File: src/rtl/clk_mult_setup_pkg.sv
package clk_mult_setup_pkg;

  localparam int SEL_W      = 2;
  localparam int FLD_SEL_LO = 0;
  localparam int FLD_ENH    = 2;
  localparam int FLD_NOSYNC = 3;
  localparam int FLD_FAST   = 4;
  localparam int FLD_MSB    = FLD_FAST;

  localparam logic [SEL_W-1:0] SEL_BASE   = 2'b00;
  localparam logic [SEL_W-1:0] SEL_DOUBLE = 2'b01;

  typedef enum logic [1:0] {
    ST_FRESH   = 2'd0,
    ST_HALTED  = 2'd1,
    ST_SETTLED = 2'd2
  } ctrlState_e;

  // Strobes from control to datapath
  typedef struct packed {
    logic loadSel;
    logic haltSet;
    logic haltClr;
    logic earlyHit;
  } ctrlStrobe_t;

endpackage

File: src/rtl/clk_mult_setup_regs.sv
module clk_mult_setup_regs
  import clk_mult_setup_pkg::*;
#(
  parameter int DATA_W        = 8,
  parameter int ADDR_W        = 2,
  parameter int SETUP_ADDR    = 1,
  parameter int CMD_ADDR      = 0,
  parameter int RESTART_CMD   = 8'h18,
  parameter bit RD_REGISTERED = 1'b0
) (
  input  logic              clk,
  input  logic              rstN,
  input  logic              hostWrEn,
  input  logic              hostRdEn,
  input  logic [ADDR_W-1:0] hostAddr,
  input  logic [DATA_W-1:0] hostWrData,
  input  ctrlStrobe_t       strobe,
  output logic              setupWr,
  output logic              restartWr,
  output logic [SEL_W-1:0]  reqSel,
  output logic [SEL_W-1:0]  curSel,
  output logic              enhBit,
  output logic              noSyncBit,
  output logic              fastBit,
  output logic [DATA_W-1:0] hostRdData,
  output logic              rdFastTiming
);

  localparam logic [ADDR_W-1:0] SETUP_A = ADDR_W'(SETUP_ADDR);
  localparam logic [ADDR_W-1:0] CMD_A   = ADDR_W'(CMD_ADDR);
  localparam logic [DATA_W-1:0] RST_CMD = DATA_W'(RESTART_CMD);

  logic              setupRd;
  logic [DATA_W-1:0] regImage;
  logic [DATA_W-1:0] rdNext;

  // Write decode
  always_comb begin
    setupWr   = hostWrEn && (hostAddr == SETUP_A);
    restartWr = hostWrEn && (hostAddr == CMD_A) && (hostWrData == RST_CMD);
    reqSel    = hostWrData[FLD_SEL_LO +: SEL_W];
    setupRd   = hostRdEn && (hostAddr == SETUP_A);
  end

  // Rate select: loaded only when control grants the change
  always_ff @(posedge clk or negedge rstN) begin
    if (!rstN) begin
      curSel <= SEL_BASE;
    end else if (strobe.loadSel) begin
      curSel <= reqSel;
    end
  end

  // Mode bits: updated on every setup write
  always_ff @(posedge clk or negedge rstN) begin
    if (!rstN) begin
      enhBit    <= 1'b0;
      noSyncBit <= 1'b0;
      fastBit   <= 1'b0;
    end else if (setupWr) begin
      enhBit    <= hostWrData[FLD_ENH];
      noSyncBit <= hostWrData[FLD_NOSYNC];
      fastBit   <= hostWrData[FLD_FAST];
    end
  end

  // Fast read timing applies to reads only
  assign rdFastTiming = fastBit && hostRdEn && !hostWrEn;

  // Readback image
  always_comb begin
    regImage = '0;
    regImage[FLD_SEL_LO +: SEL_W] = curSel;
    regImage[FLD_ENH]    = enhBit;
    regImage[FLD_NOSYNC] = noSyncBit;
    regImage[FLD_FAST]   = fastBit;
    rdNext = setupRd ? regImage : '0;
  end

  generate
    if (RD_REGISTERED) begin : g_rdReg
      logic [DATA_W-1:0] rdQ;
      always_ff @(posedge clk or negedge rstN) begin
        if (!rstN) rdQ <= '0;
        else       rdQ <= rdNext;
      end
      assign hostRdData = rdQ;
    end else begin : g_rdComb
      assign hostRdData = rdNext;
    end
  endgenerate

endmodule

File: src/rtl/clk_mult_setup_ctrl.sv
module clk_mult_setup_ctrl
  import clk_mult_setup_pkg::*;
(
  input  logic             clk,
  input  logic             rstN,
  input  logic             setupWr,
  input  logic             restartWr,
  input  logic [SEL_W-1:0] reqSel,
  input  logic [SEL_W-1:0] curSel,
  input  logic             enhBit,
  input  logic             mulLock,
  output ctrlStrobe_t      strobe,
  output logic             halted,
  output logic             changeUsed,
  output logic             mulEnable,
  output logic             cfgErr,
  output logic             earlyRestart,
  output logic             coreRun
);

  ctrlState_e state, stateNext;
  logic       selLegal;
  logic       selDiffers;
  logic       acceptChange;

  always_comb begin
    // Codes with the top bit set are reserved
    selLegal     = !reqSel[SEL_W-1];
    selDiffers   = (reqSel != curSel);
    acceptChange = setupWr && selLegal && selDiffers && (state == ST_FRESH);

    strobe.loadSel  = acceptChange;
    strobe.haltSet  = acceptChange;
    strobe.haltClr  = restartWr && (state == ST_HALTED) && mulLock;
    strobe.earlyHit = restartWr && (state == ST_HALTED) && !mulLock;

    stateNext = state;
    unique case (state)
      ST_FRESH:   if (strobe.haltSet) stateNext = ST_HALTED;
      ST_HALTED:  if (strobe.haltClr) stateNext = ST_SETTLED;
      ST_SETTLED: stateNext = ST_SETTLED;
      default:    stateNext = ST_FRESH;
    endcase
  end

  always_ff @(posedge clk or negedge rstN) begin
    if (!rstN) begin
      state        <= ST_FRESH;
      mulEnable    <= 1'b0;
      earlyRestart <= 1'b0;
    end else begin
      state <= stateNext;
      if (acceptChange) mulEnable <= (reqSel != SEL_BASE);
      if (strobe.earlyHit) earlyRestart <= 1'b1;
    end
  end

  always_comb begin
    halted     = (state == ST_HALTED);
    changeUsed = (state != ST_FRESH);
    cfgErr     = (curSel == SEL_DOUBLE) && !enhBit;
    coreRun    = !halted && !cfgErr;
  end

endmodule

File: src/rtl/clk_mult_setup.sv
module clk_mult_setup
  import clk_mult_setup_pkg::*;
#(
  parameter int DATA_W        = 8,
  parameter int ADDR_W        = 2,
  parameter int SETUP_ADDR    = 1,
  parameter int CMD_ADDR      = 0,
  parameter int RESTART_CMD   = 8'h18,
  parameter bit RD_REGISTERED = 1'b0
) (
  input  logic              clk,
  input  logic              rstN,
  input  logic              hostWrEn,
  input  logic              hostRdEn,
  input  logic [ADDR_W-1:0] hostAddr,
  input  logic [DATA_W-1:0] hostWrData,
  output logic [DATA_W-1:0] hostRdData,
  input  logic              mulLock,
  output logic              mulEnable,
  output logic              coreRun,
  output logic [1:0]        rateSel,
  output logic              enhOn,
  output logic              noSyncOn,
  output logic              rdFastTiming,
  output logic              cfgErr,
  output logic              earlyRestart
);

  ctrlStrobe_t      strobe;
  logic             setupWr;
  logic             restartWr;
  logic [SEL_W-1:0] reqSel;
  logic [SEL_W-1:0] curSel;
  logic             enhBit;
  logic             noSyncBit;
  logic             fastBit;
  logic             halted;
  logic             changeUsed;

  clk_mult_setup_regs #(
    .DATA_W(DATA_W), .ADDR_W(ADDR_W), .SETUP_ADDR(SETUP_ADDR),
    .CMD_ADDR(CMD_ADDR), .RESTART_CMD(RESTART_CMD), .RD_REGISTERED(RD_REGISTERED)
  ) regs_i (
    .clk(clk), .rstN(rstN), .hostWrEn(hostWrEn), .hostRdEn(hostRdEn),
    .hostAddr(hostAddr), .hostWrData(hostWrData), .strobe(strobe),
    .setupWr(setupWr), .restartWr(restartWr), .reqSel(reqSel), .curSel(curSel),
    .enhBit(enhBit), .noSyncBit(noSyncBit), .fastBit(fastBit),
    .hostRdData(hostRdData), .rdFastTiming(rdFastTiming)
  );

  clk_mult_setup_ctrl ctrl_i (
    .clk(clk), .rstN(rstN), .setupWr(setupWr), .restartWr(restartWr),
    .reqSel(reqSel), .curSel(curSel), .enhBit(enhBit), .mulLock(mulLock),
    .strobe(strobe), .halted(halted), .changeUsed(changeUsed),
    .mulEnable(mulEnable), .cfgErr(cfgErr), .earlyRestart(earlyRestart),
    .coreRun(coreRun)
  );

  assign rateSel  = curSel;
  assign enhOn    = enhBit;
  assign noSyncOn = noSyncBit;

endmodule

File: config.mk
export PLATFORM = sky130hd
export DESIGN_NAME = clk_mult_setup
export DESIGN_NICKNAME = d
export VERILOG_FILES = /design/src/rtl/clk_mult_setup_pkg.sv /design/src/rtl/clk_mult_setup_regs.sv /design/src/rtl/clk_mult_setup_ctrl.sv /design/src/rtl/clk_mult_setup.sv
export SDC_FILE = /design/constraint.sdc
export NUM_CORES = 1
export LEC_CHECK = 0
export ABC_CLOCK_PERIOD_IN_PS = 4100
export BUFFER_PORTS_ARGS = -buffer_cell sky130_fd_sc_hd__buf_2
export CAP_MARGIN = 10
export CORE_AREA = 2 2 39 41
export DETAILED_ROUTE_END_ITERATION = 16
export DIE_AREA = 0 0 41 43
export GPL_TIMING_DRIVEN = 0
export PLACE_DENSITY = 0.74
export SYNTH_ARGS = -nofsm -noshare
export SYNTH_HDL_FRONTEND = slang
export SYNTH_SLANG_ARGS = --single-unit
File: constraint.sdc
create_clock -name clk -period 4.1 [get_ports clk]
set_input_delay 0.82 -clock clk [delete_from_list [all_inputs] [get_ports clk]]
set_output_delay 0.82 -clock clk [all_outputs]
set_load 0.02 [all_outputs]
# Word-level counts from Yosys, hierarchy flattened
# Index checks and enable logic that the tools add are counted.
[op_classes]
mux = 4
n_eq_ne = 8
reduce_logical = 24
[ops]
columns = ["op", "count"]
rows = [
  ["logical AND 1 bit", 14],
  ["equality test 8 x 5 -> 1 bit, second input constant", 1],
  ["equality test 2 x 1 -> 1 bit, second input constant", 3],
  ["logical NOT 1 bit", 6],
  ["one-hot mux 2 bit (3 select lines)", 1],
  ["2-to-1 mux 5 bit", 1],
  ["logical NOT 2 bit", 2],
  ["2-to-1 mux 2 bit", 2],
  ["inequality test 2 x 1 -> 1 bit, second input constant", 2],
  ["equality test 2 bit, second input constant", 1],
  ["inequality test 2 bit", 1],
  ["AND reduction 2 bit", 1],
  ["nonzero test 2 bit", 1],
]
[totals]
output_inout_bits = 17
ff_bits = 9
in_bits = 15

# Logic depth before layout (Yosys ltp)
# Gate-level depths: netlist of the first run.
[depth]
depth_word = 7
depth_mapped = 6

# Cells and area by module
# Synthesis of the first run repeated with hierarchy kept, for this count alone.
[unflattened]
hier_cells = 59
hier_area_um2 = 640.6
[modules_own_cells]
columns = ["module", "cells_per_inst", "instances", "area_per_inst_um2"]
rows = [
  ["clk_mult_setup_regs", 30, 1, 336.6],
  ["clk_mult_setup_ctrl", 29, 1, 304.0],
]

# Worst setup path before layout of the first run
# No wires, ideal clock.
[synth_timing]
path_kind = "flip-flop to output port"
from = "register regs_i.curSel[0]"
to = "output port coreRun"
slack_ns = 1.933
stages_incl_launch_ff = 3
t_arrival_ns = 1.347
path_buffers = 0
t_required_ns = 3.280
path_cell_list = "dfrtp_1 > nor3b_1 > nor2_1"
[synth_via]
elab_chain_cells = 4
[synth_rtl]
columns = ["item", "line", "text"]
rows = [
  ["from (decl)", "clk_mult_setup_regs.sv:21", "output logic [SEL_W-1:0] curSel,"],
  ["from (signal assigned)", "clk_mult_setup_regs.sv:50", "curSel <= reqSel;"],
  ["equality test 2 x 1 -> 1 bit", "clk_mult_setup_ctrl.sv:61", "cfgErr = (curSel == SEL_DOUBLE) && !enhBit;"],
  ["logical AND 1 bit", "clk_mult_setup_ctrl.sv:61", ""],
  ["via cfgErr", "clk_mult_setup.sv:25", "output logic cfgErr,"],
  ["logical NOT 1 bit", "clk_mult_setup_ctrl.sv:62", "coreRun = !halted && !cfgErr;"],
  ["logical AND 1 bit", "clk_mult_setup_ctrl.sv:62", ""],
  ["to (decl)", "clk_mult_setup.sv:20", "output logic coreRun,"],
]
# The timed path passes the listed nets, and every way through them passes these cells.

# Worst setup path after layout of the first run
[layout_timing]
from = "input port hostAddr[1]"
to = "output port hostRdData[2]"
[layout_via]
elab_chain_cells = 3
[layout_rtl]
columns = ["item", "line", "text"]
rows = [
  ["from (decl)", "clk_mult_setup.sv:15", "input logic [ADDR_W-1:0] hostAddr,"],
  ["equality test 2 x 1 -> 1 bit", "clk_mult_setup_regs.sv:42", "setupRd = hostRdEn && (hostAddr == SETUP_A);"],
  ["logical AND 1 bit", "clk_mult_setup_regs.sv:42", ""],
  ["2-to-1 mux 5 bit", "clk_mult_setup_regs.sv:77", "rdNext = setupRd ? regImage : '0;"],
  ["to (decl)", "clk_mult_setup.sv:17", "output logic [DATA_W-1:0] hostRdData,"],
]
# No other way between the ends.

==> results of run 1 <==
[Yosys cell counts]
library cell	n
a21oi_2	1
a31oi_1	1
a41o_2	1
and2_1	6
and3b_1	1
and4bb_1	1
buf_4	3
conb_1	1
dfrtp_1	9
ha_1	2
inv_1	3
mux2_1	2
mux2_2	4
nand2_1	1
nand3b_1	1
nor2_1	2
nor3_1	1
nor3b_1	1
nor4b_2	1
nor4b_4	1
nor4bb_1	1
o211ai_1	1
o21a_1	1
o21ai_0	1
o21ai_1	1
or2_2	1
xor2_1	1
[kinds of logic (layout without fill, tap and decap cells)]
group                    Yosys count  in the layout  synth area share
other                              1              3          0.006690
buffers and inverters              6             38           0.06026
XOR/XNOR                           1              1           0.01563
adder cells (fa/ha/maj)            2              2           0.04464
AND/OR/NAND/NOR                   18             18            0.2589
multiplexers                       6              6            0.1205
flip-flops                         9              9            0.4018
AO/OA/AOI/OAI                      7              7           0.09152
[layout make-up]
cell class / count / area [um^2]
multi-input cells: 37 / 309.0
repair buffers: 28 / 140.1
well taps: 16 / 20.02
flip-flops and latches: 9 / 225.2
plain buffers: 3 / 22.52
clock buffers: 4 / 26.28
inverters: 3 / 11.26
fillers: 133 / 629.4
[cells in the final DEF, fill, tap and decap left out]
cell / netlist / routed
nor3_1: 1 / 1
and4bb_1: 1 / 1
o211ai_1: 1 / 1
ha_1: 2 / 2
buf_2: 0 / 28
nand2_1: 1 / 1
nor3b_1: 1 / 1
a21oi_2: 1 / 1
xor2_1: 1 / 1
o21ai_1: 1 / 1
clkbuf_1: 0 / 1
mux2_1: 2 / 2
nor4bb_1: 1 / 1
mux2_2: 4 / 4
conb_1: 1 / 3
and2_1: 6 / 6
dfrtp_1: 9 / 9
inv_1: 3 / 3
nand3b_1: 1 / 1
nor4b_4: 1 / 1
buf_4: 3 / 3
and3b_1: 1 / 1
clkbuf_4: 0 / 3
a31oi_1: 1 / 1
a41o_2: 1 / 1
nor2_1: 2 / 2
o21ai_0: 1 / 1
or2_2: 1 / 1
nor4b_2: 1 / 1
o21a_1: 1 / 1
[worst max-delay path, stage by stage]
cell,delay [ps]
buf_2,120
and3b_1,270
and2_1,140
buf_2,160
[metrics by stage]
stage / setup WS [ps] / cell area [um^2] / hold WS [ps] / std cells / power (mW)
global placement: 1776 / 728.2 / 452.7 / 96 / 0.2589
CTS: 1756 / 754.5 / 403.8 / 100 / 0.3313
global route: 1694 / 754.5 / 414.3 / 100 / 0.3519
detailed placement: 1756 / 728.2 / 454.3 / 96 / 0.2635
finish: 1765 / 754.5 / 404.9 / 100 / 0.3265
floorplan: 1933 / 568.0 / 458.1 / 52 / 0.2170
[power breakdown]
| group | switching [mW] | internal, mW | total [mW] |
|---|---|---|---|
| clock | 0.0288 | 0.0374 | 0.0662 |
| combinational | 0.0745 | 0.0584 | 0.133 |
| sequential | 0.0165 | 0.111 | 0.127 |
[metal layers]
layer,GRT usage,vias up,share of wire
met2,0.2469,20,0.50
li1,-,239,-
met1,0.2000,226,0.42
met3,0.04712,2,0.066
met4,0.1000,0,0.016
met5,0,-,0
[worst paths after layout]
path	startpoint	cells past startpoint	endpoint	slack (ps)
max in group asynchronous	rstN	1	ctrl_i.mulEnable$_DFFE_PN0P_	3510
worst max register to register	regs_i.curSel[0]$_DFFE_PN0P_	3	regs_i.curSel[0]$_DFFE_PN0P_	2690
worst max-delay path	hostAddr[1]	4	hostRdData[2]	1770
worst min register to register	ctrl_i.earlyRestart$_DFFE_PN0P_	1	ctrl_i.earlyRestart$_DFFE_PN0P_	460
min in group clk	ctrl_i.earlyRestart$_DFFE_PN0P_	1	ctrl_i.earlyRestart$_DFFE_PN0P_	460
worst min-delay path	rstN	1	ctrl_i.earlyRestart$_DFFE_PN0P_	400
[sequential cells by signal, indices dropped and copies added, names as in the netlist]
register and cells:
regs_i.noSyncBit 1, regs_i.enhBit 1, regs_i.curSel 2, regs_i.fastBit 1, ctrl_i.mulEnable 1, ctrl_i.state 2
ctrl_i.earlyRestart 1
==> reports/qor.txt, run 1 <==
Vias per Instance = 4.870
Largest net degree at the start of global routing = 10
Final Skew = 7.030 ps
Tcrit/Tclk final = 0.5695
Antenna viol nets, final = 0
Final TNS setup = 0 ps
Via count = 487
Clk sink count = 9
Layout Nets = 102
Lkg Pwr = 0.4050 nW
CTS tree = built
Horiz. Die Dim = 41 um
Critical path capture point type = output port
I/O pin cnt = 32
Dpl hpwl = 971 um
Clk_lat worst skew = 250 ps
Util after Layout = 0.5452
Critical path arrival = 1510 ps
Final WL = 1137 um
Hold crit path type = in -> async
Fraction of layout cells with a size suffix above 1 = 0.5119
Pwr dens = 432.7 nW/um^2
Max-Cap Viols = 0
Final hold vios = 0
Register area share after synthesis = 0.4018
First-pass GRT wire length = 1932 um
CTS resizes = 0
Rows = 14
Top cells by area, synth = dfrtp_1 40%, mux2_2 8.0%, and2_1 6.7%
Synth Register Bits = 9
VDD IR-drop max = 0.2547 mV
Critical Path Fanout Max = 5
Initial DRC count = 5
Initial antenna violation count = 0
Warnings from Yosys = 0
Syn_area_per_cell = 11.21 um^2
Startpoint types = primary input
DIE HEIGHT = 43 um
Setup bufs post-CTS = 0
Die Footprint = 1763 um^2
Hold_buf cts = 0
Layout area overhead = 34.60%
Endpoints failing setup = 0
Yosys top cell by area = dfrtp_1
Clock Path Buffers = 2
Root buffer cell = clkbuf_4
RSZ-0062 raised after global routing = false
Cells after Synth = 50
Total inserted antenna cells = 0
Starting density of the core = 0.4051
Area fraction of the dominant cell type after synthesis = 0.4018
GR Overflow Total = 0
Initial DRT Pass Iterations = 4
Final Max Slew Viols = 0
Clock Pin Slew Worst Setup and Hold Paths = 60 ps
Clock period minus worst slack = 2335 ps
Core area = 1384 um^2
Post-Syn Area = 560.5 um^2
Status = finished, final reports clean
Critical Path RT = 3280 ps
Total track usage = 0.1655
Port bufs = 28
Wire length per cell = 11.37 um
DRC viols = 0
CTS Buf Count = 3
Maximum clock rate = 0.4283 GHz
H-tree Lvls = 1
Crit Path Class = in -> out
Vias in the first global route = 461
Placer Congestion = 0.7237
Synth unique cells = 27
Note: power is estimated with default switching activity, not from simulation.
==> inputs of run 2 (changes only) <==
--- a/config.mk
+++ b/config.mk
@@ -5,14 +5,14 @@
 export SDC_FILE = /design/constraint.sdc
 export NUM_CORES = 1
 export LEC_CHECK = 0
-export ABC_CLOCK_PERIOD_IN_PS = 4100
+export ABC_AREA = 1
+export ABC_CLOCK_PERIOD_IN_PS = 2100
 export BUFFER_PORTS_ARGS = -buffer_cell sky130_fd_sc_hd__buf_2
 export CAP_MARGIN = 10
-export CORE_AREA = 2 2 39 41
+export CORE_UTILIZATION = 37
 export DETAILED_ROUTE_END_ITERATION = 16
-export DIE_AREA = 0 0 41 43
 export GPL_TIMING_DRIVEN = 0
-export PLACE_DENSITY = 0.74
+export PLACE_DENSITY = 0.69
 export SYNTH_ARGS = -nofsm -noshare
 export SYNTH_HDL_FRONTEND = slang
 export SYNTH_SLANG_ARGS = --single-unit
==> constraint.sdc (replaced) <==
create_clock -name clk -period 2.1 [get_ports clk]
set_input_delay 0.42 -clock clk [delete_from_list [all_inputs] [get_ports clk]]
set_output_delay 0.42 -clock clk [all_outputs]
set_load 0.02 [all_outputs]
==> reports/qor.txt, run 2 <==
CP bufs+invs = 1 (was 2)
Core area = 1350 um^2 (was 1384 um^2)
Initial antenna violation count = 0 (unchanged)
Asr flop ratio synth = 1.000 (unchanged)
Commonest cells post-synth = 19 x nand2_1, 12 x nor2_1, 9 x dfrtp_1 (was 9 x dfrtp_1, 6 x and2_1, 4 x mux2_2)
Port bufs = 28 (unchanged)
Crit path cell chain = ha_1 -> nor2_1 -> buf_2 (was buf_2 -> and3b_1 -> and2_1 -> buf_2)
Layout Nets = 127 (was 102)
Post-synthesis adder-cell area fraction = 0.04464 (unchanged)
Final WL = 1242 um (was 1137 um)
Vias per Instance = 4.379 (was 4.870)
VDD IR-drop max = 0.4716 mV (was 0.2547 mV)
Syn_area_per_cell = 7.474 um^2 (was 11.21 um^2)
Rows = 13 (was 14)
Vias in the first global route = 465 (was 461)
Yosys top cell by area = dfrtp_1 (unchanged)
Clk sink count = 9 (unchanged)
CTS resizes = 0 (unchanged)
Total inserted antenna cells = 0 (unchanged)
H-tree Lvls = 1 (unchanged)
CP max stage cell = dfrtp_1 (was and3b_1)
Lkg Pwr = 0.4330 nW (was 0.4050 nW)
Post-Synth Simple-Gate Area = 0.3482 (was 0.2589)
Total track usage = 0.1812 (was 0.1655)
Antenna viol nets, final = 0 (unchanged)
Setup bufs post-CTS = 0 (unchanged)
Initial DRT Pass Iterations = 2 (was 4)
RSZ-0062 raised after global routing = false (unchanged)
Horiz. Die Dim = 40.92 um (was 41 um)
Tcrit/Tclk final = 0.7533
Critical path arrival = 1160 ps (was 1510 ps)
Via count = 543 (was 487)
Root buffer cell = clkbuf_4 (unchanged)
Cells after Synth = 75 (was 50)
Largest net degree at the start of global routing = 10 (unchanged)
Hold_buf cts = 0 (unchanged)
DRC viols = 0 (unchanged)
Largest family of logic cells by synthesized area = simple AND/OR/NAND/NOR gates (unchanged)
Clock Path Buffers = 2 (unchanged)
Clock period minus worst slack = 1582 ps
Crit Path Class = reg -> out (was in -> out)
Status = finished, final reports clean (unchanged)
Critical Path RT = 1680 ps (was 3280 ps)
Layout area overhead = 34.37% (was 34.60%)
I/O pin cnt = 32 (unchanged)
Post-synthesis xor/xnor area fraction = 0 (was 0.01563)
Post-synthesis mux area share = 0.02009 (was 0.1205)
Die Footprint = 1674 um^2 (was 1763 um^2)
Post-Syn Area = 560.5 um^2 (unchanged)
Area fraction of the dominant cell type after synthesis = 0.4018 (unchanged)
Final WS setup = 518.2 ps (was 1765 ps)
Final Skew = 2.358 ps (was 7.030 ps)
Placer Congestion = 0.7201 (was 0.7237)
Register area share after synthesis = 0.4018 (unchanged)
Warnings from Yosys = 0 (unchanged)
GR Overflow Total = 0 (unchanged)
Synth Register Bits = 9 (unchanged)
Initial DRC count = 10 (was 5)
EDFF count, synth = 0 (unchanged)
Fraction of layout cells with a size suffix above 1 = 0.3945 (was 0.5119)
Pwr dens = 984.3 nW/um^2 (was 432.7 nW/um^2)
Most frequent cells in the layout = 28 x buf_2, 19 x nand2_1, 12 x nor2_1 (was 28 x buf_2, 9 x dfrtp_1, 6 x and2_1)
Top Registers = ctrl_i.state: 2 flops, regs_i.curSel: 2 flops (unchanged)
Count leader, synth = nand2_1 (was dfrtp_1)
Startpoint types = flip-flop (was primary input)
Primary FF master, synth = dfrtp_1 (unchanged)
First-pass GRT wire length = 1932 um (unchanged)
Hold crit path type = in -> async (unchanged)
Synth unique cells = 21 (was 27)
Worst stage delay on the critical path = 400 ps (was 270 ps)
Final Max Slew Viols = 0 (unchanged)
CTS tree = built (unchanged)
Critical path capture point type = output port (unchanged)
Critical Path Fanout Max = 3 (was 5)
Wire length per cell = 10.02 um (was 11.37 um)
Clock Pin Slew Worst Setup and Hold Paths = 60 ps (about the same)
Top cells by area, synth = dfrtp_1 40%, nand2_1 13%, nor2_1 8.0% (was dfrtp_1 40%, mux2_2 8.0%, and2_1 6.7%)
CTS Buf Count = 3 (unchanged)
Final TNS setup = 0 ps (unchanged)
Pre-CTS WS = 616.5 ps (was 1756 ps)
Maximum clock rate = 0.6322 GHz
Crit path max-delay family = flip-flops (was simple AND/OR/NAND/NOR gates)
DIE HEIGHT = 40.92 um (was 43 um)
Endpoints failing setup = 0 (unchanged)
Commonest non-fill, non-tap cell in the layout = buf_2 (unchanged)
Synth Area in Compound Gates = 0.06473 (was 0.09152)
Max-Cap Viols = 0 (unchanged)
Final hold vios = 0 (unchanged)
Clk_lat worst skew = 260 ps (was 250 ps)
Dpl hpwl = 1039 um (was 971 um)
Starting density of the core = 0.4152 (was 0.4051)
## run 2: cell count changes in the layout (fill, tap and decap cells not counted), sizes merged, moves of 4 or more
cell / previous run / this run
and2: 6 / 0
nand2: 1 / 19
mux2: 6 / 1
nor2: 2 / 16
inv: 3 / 10
nand3: 0 / 4
## run 2: path summary, 6_finish.rpt
path,start,to,slack (ps),cells past startpoint
max in group asynchronous,rstN,regs_i.curSel[0]$_DFFE_PN0P_,1910,1
min in group clk,mulLock,ctrl_i.earlyRestart$_DFFE_PN0P_,360,2
hold / removal,rstN,ctrl_i.earlyRestart$_DFFE_PN0P_,4,1
setup / recovery,ctrl_i.state[0]$_DFFE_PN0P_,coreRun,520,3
setup reg to reg,ctrl_i.state[1]$_DFFE_PN0P_,ctrl_i.state[0]$_DFFE_PN0P_,720,11
hold reg to reg,ctrl_i.state[1]$_DFFE_PN0P_,ctrl_i.state[1]$_DFFE_PN0P_,470,2
## run 2: cell type report
cell class | count | area [um^2]
Fill cell | 148 | 596.8
Timing Repair Buffer | 28 | 140.1
Clock buffer | 4 | 26.28
Buffer | 3 | 22.52
Multi-Input combinational cell | 54 | 279.0
Tap cell | 15 | 18.77
Sequential cell | 9 | 225.2
Inverter | 11 | 41.29
## run 2: worst register-to-register path, delay by kind of cell, from the launching register on
family	cells	cell delay (ps)
AND/OR/NAND/NOR	8	590
flip-flops	1	380
adder cells (fa/ha/maj)	1	200
buffers and inverters	2	120
## run 2: power by group
group | internal, mW | leakage (nW) | switching, mW
clock network | 0.0732 | 0.0150 | 0.0594
logic | 0.120 | 0.305 | 0.229
registers | 0.227 | 0.113 | 0.0329
## run 2: cell families (layout without fill, tap and decap cells)
kind of cell             Yosys count  after routing
multiplexers                       1              1
AND/OR/NAND/NOR                   42             42
adder cells (fa/ha/maj)            2              2
AO/OA/AOI/OAI                      6              6
flip-flops                         9              9
buffers and inverters             14             46
other                              1              3
## run 2: per-layer routing
metal / track usage / part of all wire / up-vias
li1: - / - / 292
met4: 0.07500 / 0.012 / 0
met5: 0 / 0 / -
met2: 0.3164 / 0.46 / 25
met3: 0.03261 / 0.072 / 2
met1: 0.2140 / 0.45 / 224
## run 2: metrics by stage
stage               utilization  total power [mW]  cell area (um^2)  cells  hold WS (ps)
global placement         0.5385            0.6040             726.9    120         285.8
floorplan                     -            0.5043             568.0     77         124.4
CTS                      0.5579            0.7518             753.2    124         3.391
global route             0.5579            0.8092             753.2    124         8.144
finish                   0.5579            0.7414             753.2    124         4.399
detailed placement       0.5385            0.6129             726.9    120         287.2
==> inputs of run 3 (changes only) <==
--- a/config.mk
+++ b/config.mk
@@ -6,13 +6,13 @@
 export NUM_CORES = 1
 export LEC_CHECK = 0
 export ABC_AREA = 1
-export ABC_CLOCK_PERIOD_IN_PS = 2100
+export ABC_CLOCK_PERIOD_IN_PS = 1600
 export BUFFER_PORTS_ARGS = -buffer_cell sky130_fd_sc_hd__buf_2
 export CAP_MARGIN = 10
-export CORE_UTILIZATION = 37
+export CORE_UTILIZATION = 41
 export DETAILED_ROUTE_END_ITERATION = 16
 export GPL_TIMING_DRIVEN = 0
-export PLACE_DENSITY = 0.69
+export PLACE_DENSITY = 0.72
 export SYNTH_ARGS = -nofsm -noshare
 export SYNTH_HDL_FRONTEND = slang
 export SYNTH_SLANG_ARGS = --single-unit
==> constraint.sdc (replaced) <==
create_clock -name clk -period 1.6 [get_ports clk]
set_input_delay 0.32 -clock clk [delete_from_list [all_inputs] [get_ports clk]]
set_output_delay 0.32 -clock clk [all_outputs]
set_load 0.02 [all_outputs]
==> reports/qor.txt, run 3 (same netlist as run 2, synthesis figures left out) <==
Largest net degree at the start of global routing = 10 (unchanged)
Layout Nets = 128 (was 127)
Hold crit path type = in -> reg (was in -> async)
Dpl hpwl = 984.9 um (was 1039 um)
DRC viols = 0 (unchanged)
Clk sink count = 9 (unchanged)
Endpoints failing setup = 0 (unchanged)
Clock Path Buffers = 2 (unchanged)
CTS Buf Count = 3 (unchanged)
Layout area overhead = 36.83% (was 34.37%)
Maximum clock rate = 0.6625 GHz
Die Footprint = 1519 um^2 (was 1674 um^2)
Vias per Instance = 4.556 (was 4.379)
Lkg Pwr = 0.4381 nW (was 0.4330 nW)
Critical path arrival = 1190 ps (was 1160 ps)
DIE HEIGHT = 38.98 um (was 40.92 um)
Pwr dens = 1285 nW/um^2 (was 984.3 nW/um^2)
Min-delay src = mulLock
CP Launch Point = ctrl_i.state[0]$_DFFE_PN0P_ (unchanged)
Final Skew = 3.940 ps (was 2.358 ps)
Fraction of layout cells with a size suffix above 1 = 0.4000 (was 0.3945)
Tcrit/Tclk final = 0.9434
R2r setup slk = 230 ps (was 720 ps)
CTS resizes = 0 (unchanged)
Most frequent cells in the layout = 28 x buf_2, 19 x nand2_1, 12 x nor2_1 (unchanged)
Final Max Slew Viols = 0 (unchanged)
Setup bufs post-CTS = 0 (unchanged)
Placer Congestion = 0.6964 (was 0.7201)
Initial DRC count = 10 (unchanged)
Via count = 565 (was 543)
CTS tree = built (unchanged)
Clock period minus worst slack = 1509 ps
Root buffer cell = clkbuf_4 (unchanged)
Horiz. Die Dim = 38.98 um (was 40.92 um)
Starting density of the core = 0.4726 (was 0.4152)
Rows = 12 (was 13)
Final hold vios = 0 (unchanged)
Final TNS setup = 0 ps (unchanged)
Startpoint types = flip-flop (unchanged)
Critical Path RT = 1280 ps (was 1680 ps)
Clk_lat worst skew = 260 ps (about the same)
Max-Cap Viols = 0 (unchanged)
Vias in the first global route = 464 (was 465)
Crit Path Class = reg -> out (unchanged)
RSZ-0062 raised after global routing = false (unchanged)
VDD IR-drop max = 0.7368 mV (was 0.4716 mV)
Clock Pin Slew Worst Setup and Hold Paths = 60 ps (about the same)
Initial antenna violation count = 0 (unchanged)
Antenna viol nets, final = 0 (unchanged)
GR Overflow Total = 0 (unchanged)
Initial DRT Pass Iterations = 4 (was 2)
Status = finished, final reports clean (unchanged)
I/O pin cnt = 32 (unchanged)
Commonest non-fill, non-tap cell in the layout = buf_2 (unchanged)
Final WL = 1208 um (was 1242 um)
H-tree Lvls = 1 (unchanged)
Critical Path Fanout Max = 3 (unchanged)
Reg2reg start = ctrl_i.state[1]$_DFFE_PN0P_ (unchanged)
Top Registers = ctrl_i.state: 2 flops, regs_i.curSel: 2 flops (unchanged)
Total track usage = 0.1756 (was 0.1812)
Wire length per cell = 9.742 um (was 10.02 um)
Total inserted antenna cells = 0 (unchanged)
Pwr Total = 985.8 uW (was 741.4 uW)
Core area = 1186 um^2 (was 1350 um^2)
Port bufs = 28 (unchanged)
Critical path capture point type = output port (unchanged)
First-pass GRT wire length = 1745 um (was 1932 um)
[run 3: changes by cell type in the layout (fill, tap and decap cells not counted)]
cell           delta
dlygate4sd3_1     +1
nor3_2            +1
nor3_1            -1
[run 3: cell type report]
| type | count | area (um^2) |
|---|---|---|
| fillers | 108 | 419.2 |
| flip-flops and latches | 9 | 225.2 |
| inverters | 11 | 41.29 |
| well taps | 14 | 17.52 |
| clock buffers | 4 | 26.28 |
| repair buffers | 29 | 150.1 |
| plain buffers | 3 | 22.52 |
| multi-input cells | 54 | 284.0 |
[run 3: repair_timing]
item | CTS | global route
setup endpoints to repair | 0 | 0
hold buffers | 1 | 0
endpoints found under the hold margin | 9 | 0
[run 3: per-stage QoR]
| stage | cell area (um^2) | utilization | setup WS (ps) | instances | hold WS, ps |
|---|---|---|---|---|---|
| after floorplan | 573.1 | - | 228.1 | 77 | 24.41 |
| after global placement | 730.7 | 0.6160 | 251.8 | 119 | 181.6 |
| after detailed placement | 730.7 | 0.6160 | 207.9 | 119 | 184.7 |
| after CTS | 767.0 | 0.6466 | 75.56 | 124 | 261.5 |
| after global routing | 767.0 | 0.6466 | 17.11 | 124 | 258.4 |
| final | 767.0 | 0.6466 | 90.50 | 124 | 264.9 |
[run 3: final timing paths]
kind                                                   endpoint  cells past startpoint
worst min register to register  ctrl_i.earlyRestart$_DFFE_PN0P_                      1
worst min-delay path            ctrl_i.earlyRestart$_DFFE_PN0P_                      2
worst max-delay path                                    coreRun                      3
worst max register to register      ctrl_i.state[1]$_DFFE_PN0P_                     11
min in group asynchronous             regs_i.enhBit$_DFFE_PN0N_                      2
max in group asynchronous           ctrl_i.state[0]$_DFFE_PN0P_                      2
[run 3: report_power, final]
part / total, mW / internal [mW] / switching (mW)
Sequential: 0.345 / 0.298 / 0.0461
Clock: 0.173 / 0.0960 / 0.0771
Combinational: 0.468 / 0.160 / 0.308
Total: 0.986 / 0.555 / 0.431
[run 3: routing by layer]
metal,up-vias,part of all wire,GRT usage
li1,293,-,-
met4,0,0.0050,0.1034
met1,245,0.49,0.2251
met5,-,0,0
met3,2,0.063,0.03468
met2,25,0.44,0.2708
[run 3: worst max-delay path, stage by stage, from the launching register on]
cell and delay [ps]:
dfrtp_1 400, ha_1 240, nor2_1 130, buf_2 170
